$ cat src/rtl/rng_front_pkg.sv
package rng_front_pkg;
  localparam int ADDR_W = 5;
  localparam int DATA_W = 32;
  localparam int NOISE_W = 18;
  localparam int DIV_W = 4;

  localparam logic [ADDR_W-1:0] A_CTRL  = 5'h00;
  localparam logic [ADDR_W-1:0] A_STAT  = 5'h04;
  localparam logic [ADDR_W-1:0] A_DATA  = 5'h08;
  localparam logic [ADDR_W-1:0] A_NOISE = 5'h0C;
  localparam logic [ADDR_W-1:0] A_HTEST = 5'h10;

  localparam int B_EN    = 2;
  localparam int B_CED   = 5;
  localparam int B_DIV   = 16;
  localparam int B_CRST  = 30;
  localparam int B_LOCK  = 31;
  localparam int S_RDY   = 0;
  localparam int S_CLIVE = 1;
  localparam int S_SLIVE = 2;
  localparam int S_CSTKY = 5;
  localparam int S_SSTKY = 6;

  // configuration bits captured with the conditioning reset (lock included)
  localparam logic [DATA_W-1:0] CFG_MASK = 32'h83FF_FF20;

  localparam logic [DATA_W-1:0] LFSR_POLY  = 32'hB4BC_D35C;
  localparam logic [DATA_W-1:0] RESET_SEED = 32'h0000_0001;

  typedef enum logic [2:0] {
    SQ_RUN,
    SQ_ARMED,
    SQ_CLEAN,
    SQ_FAULT,
    SQ_AUTO
  } seq_state_e;

  function automatic logic [DATA_W-1:0] lfsr_step(input logic [DATA_W-1:0] s);
    return s[0] ? ((s >> 1) ^ LFSR_POLY) : (s >> 1);
  endfunction
endpackage

$ cat src/rtl/rng_lfsr_gen.sv
module rng_lfsr_gen
  import rng_front_pkg::*;
#(
  parameter int W = DATA_W,
  parameter int DW = DIV_W
) (
  input  logic         clk,
  input  logic         rst,
  input  logic [DW-1:0] div_exp,
  input  logic         reseed,
  input  logic [W-1:0] seed,
  input  logic         allow,
  input  logic         room,
  output logic         push,
  output logic [W-1:0] word
);
  localparam int PRE_W = (1 << DW) - 1;

  logic [PRE_W-1:0] pre_q;
  logic [PRE_W-1:0] pre_mask;
  logic [W-1:0]     state_q;
  logic             tick;

  always_comb begin
    pre_mask = {PRE_W{1'b1}} >> (PRE_W - int'(div_exp));
    tick     = (pre_q & pre_mask) == pre_mask;
    push     = tick && allow && room && !reseed;
    word     = lfsr_step(state_q);
  end

  always_ff @(posedge clk) begin
    if (rst) begin
      pre_q   <= '0;
      state_q <= W'(RESET_SEED);
    end else if (reseed) begin
      pre_q   <= '0;
      state_q <= seed;
    end else begin
      pre_q <= pre_q + 1'b1;
      if (push) state_q <= word;
    end
  end
endmodule

$ cat src/rtl/rng_word_fifo.sv
module rng_word_fifo #(
  parameter int W = 32,
  parameter int DEPTH = 4
) (
  input  logic         clk,
  input  logic         rst,
  input  logic         flush,
  input  logic         push,
  input  logic [W-1:0] din,
  input  logic         pop,
  output logic [W-1:0] dout,
  output logic         empty,
  output logic         full
);
  localparam int AW = (DEPTH > 1) ? $clog2(DEPTH) : 1;
  localparam int CW = $clog2(DEPTH + 1);

  logic [W-1:0]  mem [DEPTH];
  logic [AW-1:0] wp_q, rp_q;
  logic [CW-1:0] cnt_q;
  logic          do_push, do_pop;

  function automatic logic [AW-1:0] bump(input logic [AW-1:0] p);
    return (p == AW'(DEPTH - 1)) ? '0 : p + 1'b1;
  endfunction

  assign empty   = cnt_q == '0;
  assign full    = cnt_q == CW'(DEPTH);
  assign do_push = push && !full && !flush;
  assign do_pop  = pop && !empty && !flush;
  assign dout    = mem[rp_q];

  always_ff @(posedge clk) begin
    if (do_push) mem[wp_q] <= din;
  end

  always_ff @(posedge clk) begin
    if (rst || flush) begin
      wp_q  <= '0;
      rp_q  <= '0;
      cnt_q <= '0;
    end else begin
      if (do_push) wp_q <= bump(wp_q);
      if (do_pop)  rp_q <= bump(rp_q);
      case ({do_push, do_pop})
        2'b10:   cnt_q <= cnt_q + 1'b1;
        2'b01:   cnt_q <= cnt_q - 1'b1;
        default: cnt_q <= cnt_q;
      endcase
    end
  end
endmodule

$ cat src/rtl/rng_seq_ctrl.sv
module rng_seq_ctrl
  import rng_front_pkg::*;
#(
  parameter int COND_CYCLES = 16,
  parameter int AUTO_CYCLES = 32,
  parameter bit AUTO_RECOVER = 1'b1
) (
  input  logic clk,
  input  logic rst,
  input  logic crst_set,
  input  logic crst_clr,
  input  logic seed_evt,
  output logic busy,
  output logic run,
  output logic secs,
  output logic seed_hit,
  output logic reseed
);
  localparam int MAXC = (COND_CYCLES > AUTO_CYCLES) ? COND_CYCLES : AUTO_CYCLES;
  localparam int CW = $clog2(MAXC + 1);
  localparam seq_state_e FAULT_NEXT = AUTO_RECOVER ? SQ_AUTO : SQ_FAULT;

  seq_state_e    st_q;
  logic [CW-1:0] cnt_q;

  assign busy     = (st_q == SQ_ARMED) || (st_q == SQ_CLEAN);
  assign run      = st_q == SQ_RUN;
  assign seed_hit = seed_evt && !busy && !crst_set;

  always_ff @(posedge clk) begin
    if (rst) begin
      st_q   <= SQ_RUN;
      cnt_q  <= '0;
      secs   <= 1'b0;
      reseed <= 1'b0;
    end else begin
      reseed <= 1'b0;
      case (st_q)
        SQ_RUN: begin
          if (crst_set) st_q <= SQ_ARMED;
          else if (seed_evt) begin
            st_q  <= FAULT_NEXT;
            secs  <= 1'b1;
            cnt_q <= '0;
          end
        end
        SQ_FAULT: if (crst_set) st_q <= SQ_ARMED;
        SQ_AUTO: begin
          if (crst_set) st_q <= SQ_ARMED;
          else if (cnt_q == CW'(AUTO_CYCLES - 1)) begin
            st_q <= SQ_RUN;
            secs <= 1'b0;
          end else cnt_q <= cnt_q + 1'b1;
        end
        SQ_ARMED: begin
          if (crst_clr) begin
            st_q  <= SQ_CLEAN;
            cnt_q <= '0;
          end
        end
        SQ_CLEAN: begin
          if (cnt_q == CW'(COND_CYCLES - 1)) begin
            st_q   <= SQ_RUN;
            secs   <= 1'b0;
            reseed <= 1'b1;
          end else cnt_q <= cnt_q + 1'b1;
        end
        default: st_q <= SQ_RUN;
      endcase
    end
  end
endmodule

$ cat src/rtl/rand_src_front.sv
module rand_src_front
  import rng_front_pkg::*;
#(
  parameter int FIFO_DEPTH = 4,
  parameter int COND_CYCLES = 16,
  parameter int AUTO_CYCLES = 32,
  parameter bit AUTO_RECOVER = 1'b1
) (
  input  logic              clk,
  input  logic              rst,
  input  logic              bus_sel,
  input  logic              bus_wr,
  input  logic [ADDR_W-1:0] bus_addr,
  input  logic [DATA_W-1:0] bus_wdata,
  output logic [DATA_W-1:0] bus_rdata,
  input  logic              seed_fault,
  input  logic              clk_fault
);
  logic [DATA_W-1:0]  cfg_q;
  logic               en_q;
  logic [NOISE_W-1:0] ns_q;
  logic [DATA_W-1:0]  ht_q;
  logic               seis_q, ceis_q, cecs_q;
  logic               seed_fault_q;
  logic [DATA_W-1:0]  rd_mux;

  logic wr_hit, rd_hit, wr_ctrl, wr_stat, cfg_open;
  logic crst_set, crst_clr, seed_evt;
  logic seq_busy, seq_run, seq_secs, seq_hit, seq_reseed;
  logic gen_push, fifo_pop, fifo_empty, fifo_full, drdy;
  logic [DATA_W-1:0] gen_word, fifo_dout, seed_val;

  assign wr_hit   = bus_sel && bus_wr;
  assign rd_hit   = bus_sel && !bus_wr;
  assign wr_ctrl  = wr_hit && (bus_addr == A_CTRL);
  assign wr_stat  = wr_hit && (bus_addr == A_STAT);
  assign crst_set = wr_ctrl && bus_wdata[B_CRST];
  assign crst_clr = wr_ctrl && !bus_wdata[B_CRST] && seq_busy;
  assign cfg_open = seq_busy && !cfg_q[B_LOCK];
  assign seed_evt = seed_fault && !seed_fault_q;
  assign seed_val = (ht_q ^ DATA_W'(ns_q)) | DATA_W'(1);
  assign drdy     = !fifo_empty && !seq_secs;
  assign fifo_pop = rd_hit && (bus_addr == A_DATA) && drdy;

  rng_seq_ctrl #(
    .COND_CYCLES(COND_CYCLES),
    .AUTO_CYCLES(AUTO_CYCLES),
    .AUTO_RECOVER(AUTO_RECOVER)
  ) u_seq (
    .clk(clk), .rst(rst), .crst_set(crst_set), .crst_clr(crst_clr),
    .seed_evt(seed_evt), .busy(seq_busy), .run(seq_run), .secs(seq_secs),
    .seed_hit(seq_hit), .reseed(seq_reseed)
  );

  rng_lfsr_gen #(.W(DATA_W), .DW(DIV_W)) u_gen (
    .clk(clk), .rst(rst), .div_exp(cfg_q[B_DIV +: DIV_W]), .reseed(seq_reseed),
    .seed(seed_val), .allow(seq_run && en_q), .room(!fifo_full),
    .push(gen_push), .word(gen_word)
  );

  rng_word_fifo #(.W(DATA_W), .DEPTH(FIFO_DEPTH)) u_fifo (
    .clk(clk), .rst(rst), .flush(!seq_run), .push(gen_push), .din(gen_word),
    .pop(fifo_pop), .dout(fifo_dout), .empty(fifo_empty), .full(fifo_full)
  );

  // control, noise and health registers
  always_ff @(posedge clk) begin
    if (rst) begin
      cfg_q <= '0;
      en_q  <= 1'b0;
      ns_q  <= '0;
      ht_q  <= '0;
    end else begin
      if (wr_ctrl) en_q <= bus_wdata[B_EN];
      if (crst_set && !cfg_q[B_LOCK]) cfg_q <= bus_wdata & CFG_MASK;
      if (wr_hit && cfg_open && bus_addr == A_NOISE) ns_q <= bus_wdata[NOISE_W-1:0];
      if (wr_hit && cfg_open && bus_addr == A_HTEST) ht_q <= bus_wdata;
    end
  end

  // fault tracking
  always_ff @(posedge clk) begin
    if (rst) begin
      seed_fault_q <= 1'b0;
      cecs_q       <= 1'b0;
      ceis_q       <= 1'b0;
      seis_q       <= 1'b0;
    end else begin
      seed_fault_q <= seed_fault;
      cecs_q       <= clk_fault && cfg_q[B_CED];
      if (cecs_q) ceis_q <= 1'b1;
      else if (wr_stat && !bus_wdata[S_CSTKY]) ceis_q <= 1'b0;
      if (seq_hit) seis_q <= 1'b1;
      else if (seq_reseed) seis_q <= 1'b0;
      else if (wr_stat && !bus_wdata[S_SSTKY]) seis_q <= 1'b0;
    end
  end

  always_comb begin
    rd_mux = '0;
    case (bus_addr)
      A_CTRL: begin
        rd_mux         = cfg_q;
        rd_mux[B_CRST] = seq_busy;
        rd_mux[B_EN]   = en_q;
      end
      A_STAT: begin
        rd_mux[S_RDY]   = drdy;
        rd_mux[S_CLIVE] = cecs_q;
        rd_mux[S_SLIVE] = seq_secs;
        rd_mux[S_CSTKY] = ceis_q;
        rd_mux[S_SSTKY] = seis_q;
      end
      A_DATA:  rd_mux = drdy ? fifo_dout : '0;
      A_NOISE: rd_mux = DATA_W'(ns_q);
      A_HTEST: rd_mux = ht_q;
      default: rd_mux = '0;
    endcase
  end

  always_ff @(posedge clk) begin
    if (rst) bus_rdata <= '0;
    else if (rd_hit) bus_rdata <= rd_mux;
  end
endmodule

$ cat config.mk
export PLATFORM = sky130hd
export DESIGN_NAME = rand_src_front
export DESIGN_NICKNAME = d
export VERILOG_FILES = /design/src/rtl/rng_front_pkg.sv /design/src/rtl/rng_lfsr_gen.sv /design/src/rtl/rng_word_fifo.sv /design/src/rtl/rng_seq_ctrl.sv /design/src/rtl/rand_src_front.sv
export SDC_FILE = /design/constraint.sdc
export NUM_CORES = 1
export LEC_CHECK = 0
export BUFFER_PORTS_ARGS = -buffer_cell sky130_fd_sc_hd__clkbuf_2
export CAP_MARGIN = 15
export CORE_ASPECT_RATIO = 2
export CORE_MARGIN = 2
export CORE_UTILIZATION = 50
export DETAILED_ROUTE_END_ITERATION = 10
export PLACE_DENSITY = 0.75
export REMOVE_ABC_BUFFERS = 1
export SYNTH_ARGS = -nofsm -noshare
export SYNTH_HDL_FRONTEND = slang
export SYNTH_SLANG_ARGS = --single-unit
export TNS_END_PERCENT = 30
$ cat constraint.sdc
create_clock -name clk -period 2.8 [get_ports clk]
set_input_delay 0.28 -clock clk [delete_from_list [all_inputs] [get_ports clk]]
set_output_delay 0.28 -clock clk [all_outputs]
set_load 0.02 [all_outputs]
==> reports/results.ini, run 1 <==
[power]
internal-power_w = 0.00652
power_frac_seq_pct = 55.2
p_clk_share_pct = 41.4
leakage_nw = 5.50
switching_power_w = 0.00178
switching_share_pct = 21.4
p_per_area_nw_per_um2 = 561
pwr-share-comb_pct = 3.4
vdd_drop_max_mv = 0.527
power_w = 0.00830

[sta]
post-route-min-period_ns = 2.67
setup_viol = 0
hold_viol_final = 0
worstMarginPinSlew_ns = 0.642
drv_slew = 0
relSlewSlack_pct = 57.0
fin_ws_ns = 0.130
finalCritPeriodShare_pct = 95.4
clock.fmax_mhz = 375
skew_ns = 0.0371

[synth]
synth-seq-cells = 302
synthTopCellsByArea = edfxtp_1, dfxtp_1, mux4_2, mux2i_1, nand2_1
yosys.area.top_type = edfxtp_1
synth_area_um2 = 12800
avgSynthCellArea_um2 = 11.4
yosysWarnings = 0
synthCells = 1120
synthFlopType = dfxtp_1
ys_seq_area_share_pct = 57.2
synth.top_cell.area_share_pct = 30.0
async_flop_share_pct = 0
synth_edf_count = 128
ys_types = 68

[drt]
routed_wl_um = 33800
ant_nets = 0
num_vias = 9599
wl_per_cell_um = 21.5
post-route-drc-count = 0
avgViaCountPerCell = 6.11
dr.pass1.iters = 8
drt_iter0_drc = 917

[grt]
grt_pass1_vias = 9734
grt_pass1_wl_um = 52600
grt_use_total_pct = 25.4
grt_max_degree = 66
overflow = 0
antenna_found_initial = 0

[clocking]
clkTransAtPathRegs_ns = 0.06
tritoncts = yes
cts_sinks = 302
postCtsSetupRepairBufs = 0
cts_max_level = 1
cts_made_buffers = 26
insertion_delay_ns = 0.56
root_buffer = clkbuf_16
clock_path_buffers = 3

[floorplanning]
start_util_pct = 50.9
ios = 75
die_area_um2 = 27000
die_w_um = 117
rows = 82
core_um2 = 25100
die_h_um = 230

[setup_path]
required_ns = 3.25
crit_type = reg2reg
slowest_delay_ns = 0.43
crit_arrival_ns = 3.12
crit_path_top_delay_cell = fa_1
end_kind = flip-flop
cp-start-kind = flip-flop
worst_path_most_repeated_cell = inv_1
crit_chain = nor2b_1 > o21ai_0 > a41o_1 > and3_4 > inv_1 > ha_1 > inv_1 > fa_1 > xor2_1 > or3_1 > a21oi_1
critPathMaxFanout = 10

[place]
place.gp.congestion = 0.884
numPortBuffers = 74
pre_cts_slack_ns = -0.0116
post-dp-hpwl_um = 21400

[cells_and_area]
fillers = 2032
multi_input_area_um2 = 5100
fin_nets = 1268
seq_area_um2 = 7330
syn_to_final_growth_pct = 15.7
diodes = 0
drive_above_1_share_pct = 16.8

[run_status]
status = finished clean

[min_path]
min_path_type = in2reg

[run]
maxCapViolations = 0

layer usage:
layer  vias up  part of all wire, %  track usage [%]
met2       439                   51             43.7
met1      4669                   35             29.2
met3       138                  6.9             3.37
li1       4353                    -                -
met5         -                    0                0
met4         0                  6.4             15.9
cells in the final DEF, fill, tap and decap left out, types with 15 or more instances in the layout:
cell and instances:
clkbuf_16 26, edfxtp_1 128, a21oi_1 67, a22oi_1 20
nor4_1 19, buf_4 40, clkbuf_2 73, a21o_1 24
o31ai_1 15, a31oi_1 23, o21ai_0 19, dfxtp_1 170
inv_1 17, dlygate4sd3_1 30, xnor2_1 22, mux2i_1 51
nand4_1 16, nand2_1 118, nor2_1 98, nand3_1 16
mux4_2 32, xor2_1 27
sequential cells by signal, indices dropped and copies added (netlist names), 2 cells and up, named ones only:
| register | count |
|---|---|
| u_seq.st_q | 3 |
| u_fifo.cnt_q | 3 |
| u_fifo.mem | 128 |
| ns_q | 18 |
| u_gen.state_q | 32 |
| ht_q | 32 |
| u_gen.pre_q | 15 |
| u_seq.cnt_q | 6 |
| u_fifo.wp_q | 2 |
| cfg_q | 20 |
| bus_rdata | 32 |
| u_fifo.rp_q | 2 |
synth_stat cells (5+ instances only):
library cell and count:
dfxtp_1 174, edfxtp_1 128, nand2_1 118, nor2_1 99
a21oi_1 67, clkbuf_1 53, mux2i_1 51, mux4_2 32
xor2_1 27, a21o_1 24, a31oi_1 23, xnor2_1 22
a22oi_1 20, buf_2 20, nor4_1 19, o21ai_0 19
inv_1 17, nand3_1 16, nand4_1 16, o31ai_1 15
a222oi_1 12, nor2b_1 12, o32ai_1 11, nand2b_1 9
nor3_1 9, o311a_1 9, ha_1 8, and2_1 7
and3_1 7, a2bb2oi_1 6, or4_1 5
what timing repair did:
| item | 4_1_cts | 5_1_grt |
|---|---|---|
| resized for setup | 3 | 9 |
| gates cloned | 0 | 0 |
| hold buffers | 30 | 0 |
| pin swaps | 0 | 0 |
| endpoints found under the setup margin | 1 | 1 |
| hold endpoints to repair | 47 | 0 |
critical path, delay by kind of cell (launching register included):
| family | cells | cell delay, ns |
|---|---|---|
| adder cells (fa/ha/maj) | 2 | 0.61 |
| AO/OA/AOI/OAI | 3 | 0.62 |
| AND/OR/NAND/NOR | 3 | 0.66 |
| flip-flops | 1 | 0.40 |
| XOR/XNOR | 1 | 0.17 |
| buffers and inverters | 2 | 0.13 |
per-stage QoR:
step | utilization, % | std cells | TNS [ns] | hold slack (ns) | area (um^2)
2_1_floorplan | - | 1039 | -36.76 | 0.349 | 12400
3_3_place_gp | 54.3 | 1494 | 0 | 0.442 | 13700
3_5_place_dp | 54.3 | 1494 | -0.0116 | 0.444 | 13700
4_1_cts | 58.7 | 1572 | 0 | 0.0000491 | 14800
5_1_grt | 58.9 | 1572 | -0.000653 | 0.0221 | 14800
6_report | 58.9 | 1572 | 0 | 0.0153 | 14800
power groups by stage:
stage               Sequential (W)  Clock [W]  Combinational, W
detailed placement         0.00468          0          0.000244
finish                     0.00459    0.00343          0.000282
CTS                        0.00458    0.00349          0.000278
global route               0.00458    0.00363          0.000305
floorplan                  0.00469          0         0.0000898
global placement           0.00468          0          0.000240
logic make-up (layout without fill, tap and decap cells):
kind of cell | count (synthesis) | in the layout | synth area share (%)
XOR/XNOR | 49 | 49 | 3.35
adder cells (fa/ha/maj) | 9 | 9 | 0.938
multiplexers | 83 | 83 | 9.62
AND/OR/NAND/NOR | 339 | 339 | 12.6
buffers and inverters | 99 | 215 | 3.36
AO/OA/AOI/OAI | 239 | 239 | 12.9
flip-flops | 302 | 302 | 57.2
area by class of cell:
cell class	instances	area share, %
clock inverter	12	0.659
timing repair buffer	149	7.34
inverter	18	0.456
multi-input combinational	719	34.5
clock buffer	36	4.72
tap	336	2.84
sequential	302	49.5
final timing paths:
check | from | depth (start not counted) | to | slack [ns]
worst max-delay path | cfg_q[17] | 11 | u_fifo.cnt_q[2] | 0.13
worst min-delay path | bus_wdata[17] | 3 | cfg_q[17] | 0.02
worst min register to register | bus_rdata[1] | 2 | bus_rdata[1] | 0.45
worst max register to register | cfg_q[17] | 11 | u_fifo.cnt_q[2] | 0.13
(Power assumes the default switching activity.)
==> inputs of run 2 (changes only) <==
--- a/config.mk
+++ b/config.mk
@@ -10,7 +10,9 @@
 export CORE_ASPECT_RATIO = 2
 export CORE_MARGIN = 2
 export CORE_UTILIZATION = 50
+export CTS_BUF_LIST = sky130_fd_sc_hd__clkbuf_16
 export DETAILED_ROUTE_END_ITERATION = 10
+export GPL_TIMING_DRIVEN = 0
 export PLACE_DENSITY = 0.75
 export REMOVE_ABC_BUFFERS = 1
 export SYNTH_ARGS = -nofsm -noshare
==> constraint.sdc (replaced) <==
create_clock -name clk -period 2.4 [get_ports clk]
set_input_delay 0.24 -clock clk [delete_from_list [all_inputs] [get_ports clk]]
set_output_delay 0.24 -clock clk [all_outputs]
set_load 0.02 [all_outputs]
==> reports/results.ini, run 2 (synthesized netlist as in run 1, its figures left out) <==
[drt]
post-route-drc-count = 0  ; unchanged
num_vias = 10000  ; +4.2%
avgViaCountPerCell = 6.30  ; +3.2%
routed_wl_um = 36200  ; +7.2%
dr.pass1.iters = 9  ; +1
ant_nets = 0  ; unchanged
drt_iter0_drc = 1016  ; +11%
wl_per_cell_um = 22.8  ; +6.2%

[cells_and_area]
layout_common_cells = dfxtp_1, edfxtp_1, nand2_1
syn_to_final_growth_pct = 21.4
layout_commonest_cell = dfxtp_1
multi_input_area_um2 = 5320  ; +4.2%
drive_above_1_share_pct = 22.4  ; +5.6 points
fin_nets = 1283  ; +1.2%
fin_util_pct = 61.8  ; +2.9 points
largest_reg_flops = 128  ; unchanged
fillers = 1910  ; -6.0%
regMostFlops = u_fifo.mem
seq_area_um2 = 7370  ; +0.55%
diodes = 0  ; unchanged

[grt]
grt_pass1_vias = 10000  ; +2.8%
overflow = 0  ; unchanged
antenna_found_initial = 0  ; unchanged
grt_pass1_wl_um = 54500  ; +3.8%
grt_use_total_pct = 26.5  ; +1.1 points
grt_max_degree = 80  ; +21%

[sta]
skew_ns = 0.0214  ; -0.0158 ns
setup_viol = 1  ; +1
worstMarginPinSlew_ns = 1.08  ; +0.437 ns
hold-worst-slack_ns = 0.0529  ; +0.0376 ns
relSlewSlack_pct = 27.9  ; -29 points
post-route-min-period_ns = 2.48  ; -0.194 ns
rsz0062_at_grt = yes
drv_slew = 0  ; unchanged
hold_viol_final = 0  ; unchanged
fin_ws_ns = -0.0766  ; -0.206 ns
clock.fmax_mhz = 404  ; +7.8%
finalCritPeriodShare_pct = 103  ; +7.8 points

[run]
maxCapViolations = 0  ; unchanged

[floorplanning]
start_util_pct = 50.9  ; unchanged
die_area_um2 = 27000  ; unchanged
core_um2 = 25100  ; unchanged
die_w_um = 117  ; unchanged
ios = 75  ; unchanged
die_h_um = 230  ; unchanged
rows = 82  ; unchanged

[power]
p_per_area_nw_per_um2 = 657  ; +17%
switching_share_pct = 21.4  ; about the same
internal-power_w = 0.00802  ; +23%
leakage_nw = 5.76  ; +4.8%
p_clk_share_pct = 44.2  ; +2.8 points
pwr-share-comb_pct = 3.4  ; about the same
power_frac_seq_pct = 52.4  ; -2.8 points
vdd_drop_max_mv = 0.587  ; +11%
switching_power_w = 0.00219  ; +23%

[clocking]
cts_made_buffers = 26  ; unchanged
cts_sinks = 302  ; unchanged
tritoncts = yes
cts_max_level = 1  ; unchanged
clkTransAtPathRegs_ns = 0.07  ; about the same
clock_path_buffers = 3  ; unchanged
insertion_delay_ns = 0.56  ; about the same
root_buffer = clkbuf_16

[setup_path]
crit_arrival_ns = 2.95  ; -0.17 ns
slowest_delay_ns = 0.37  ; -0.06 ns
crit_type = reg2reg
crit_path_top_delay_cell = dfxtp_4
crit_chain = nor3_4 > o2111ai_4 > nor3_4 > and3_4 > inv_2 > ha_4 > buf_4 > buf_4 > xor2_1 > or3_1 > a21oi_1
critPathBufInv = 3  ; +1
critical-path-top-delay-family = simple AND/OR/NAND/NOR gates
cp-start-kind = flip-flop
critPathMaxFanout = 6  ; -4
end_kind = flip-flop
required_ns = 2.87  ; -0.38 ns

[place]
post-dp-hpwl_um = 21600  ; +0.96%
numPortBuffers = 74  ; unchanged
place.gp.congestion = 0.829  ; -6.3%

[min_path]
min_path_type = in2reg

[run_status]
status = complete, but fails checks
violations = setup timing

run 2: repair_timing:
item	4_1_cts	5_1_grt
setup endpoints to repair	209	57
setup buffers	18	14
gates cloned	2	0
endpoints found under the hold margin	69	0
hold buffers	33	0
resized for setup	58	26
pin swaps	10	18
run 2: power by group through the flow:
stage / registers [W] / clock network (W) / logic (W)
2_1_floorplan: 0.00547 / 0 / 0.000105
5_1_grt: 0.00535 / 0.00473 / 0.000367
3_5_place_dp: 0.00547 / 0 / 0.000271
3_3_place_gp: 0.00547 / 0 / 0.000249
6_report: 0.00535 / 0.00451 / 0.000344
4_1_cts: 0.00535 / 0.00455 / 0.000336
run 2: metal layers:
metal,vias to the layer above,global-route usage [%],share of wire [%]
met2,602,45.8,51
met1,4849,30.0,34
met3,167,4.14,7.8
li1,4386,-,-
met5,-,0,0
met4,0,16.4,6.6
run 2: worst register-to-register path, delay by kind of cell, from the launching register on:
family	cells	cell delay [ns]
fa+ha+maj	1	0.15
xor+xnor	1	0.14
simple gates	4	1.11
compound gates	2	0.33
flops	1	0.37
buf+inv	3	0.29
run 2: layout make-up:
cell class              instances  area share (%)
flip-flops and latches        302            47.5
multi-input cells             720            34.2
repair buffers                163            9.21
clock buffers                  28            4.51
well taps                     336            2.71
clock inverters                20            1.43
inverters                      18           0.459
run 2: worst paths after layout:
kind / start / endpoint / slack, ns / cells past startpoint
worst max-delay path: u_seq.st_q[0] / u_fifo.cnt_q[2] / -0.08 / 11
worst min-delay path: bus_wdata[30] / ht_q[30] / 0.05 / 3
worst min register to register: bus_rdata[6] / bus_rdata[6] / 0.45 / 2
worst max register to register: u_seq.st_q[0] / u_fifo.cnt_q[2] / -0.08 / 11
run 2: through the flow:
step	instance area, um^2	power (W)	TNS, ns	instances	setup WS [ns]
floorplan	12400	0.00557	-101.19	1039	-0.759
global placement	13200	0.00572	-527.77	1449	-3.10
detailed placement	13700	0.00574	-150.39	1472	-1.04
CTS	15300	0.0102	-0.0829	1573	-0.0829
global route	15500	0.0104	-0.300	1587	-0.179
finish	15500	0.0102	-0.0766	1587	-0.0766
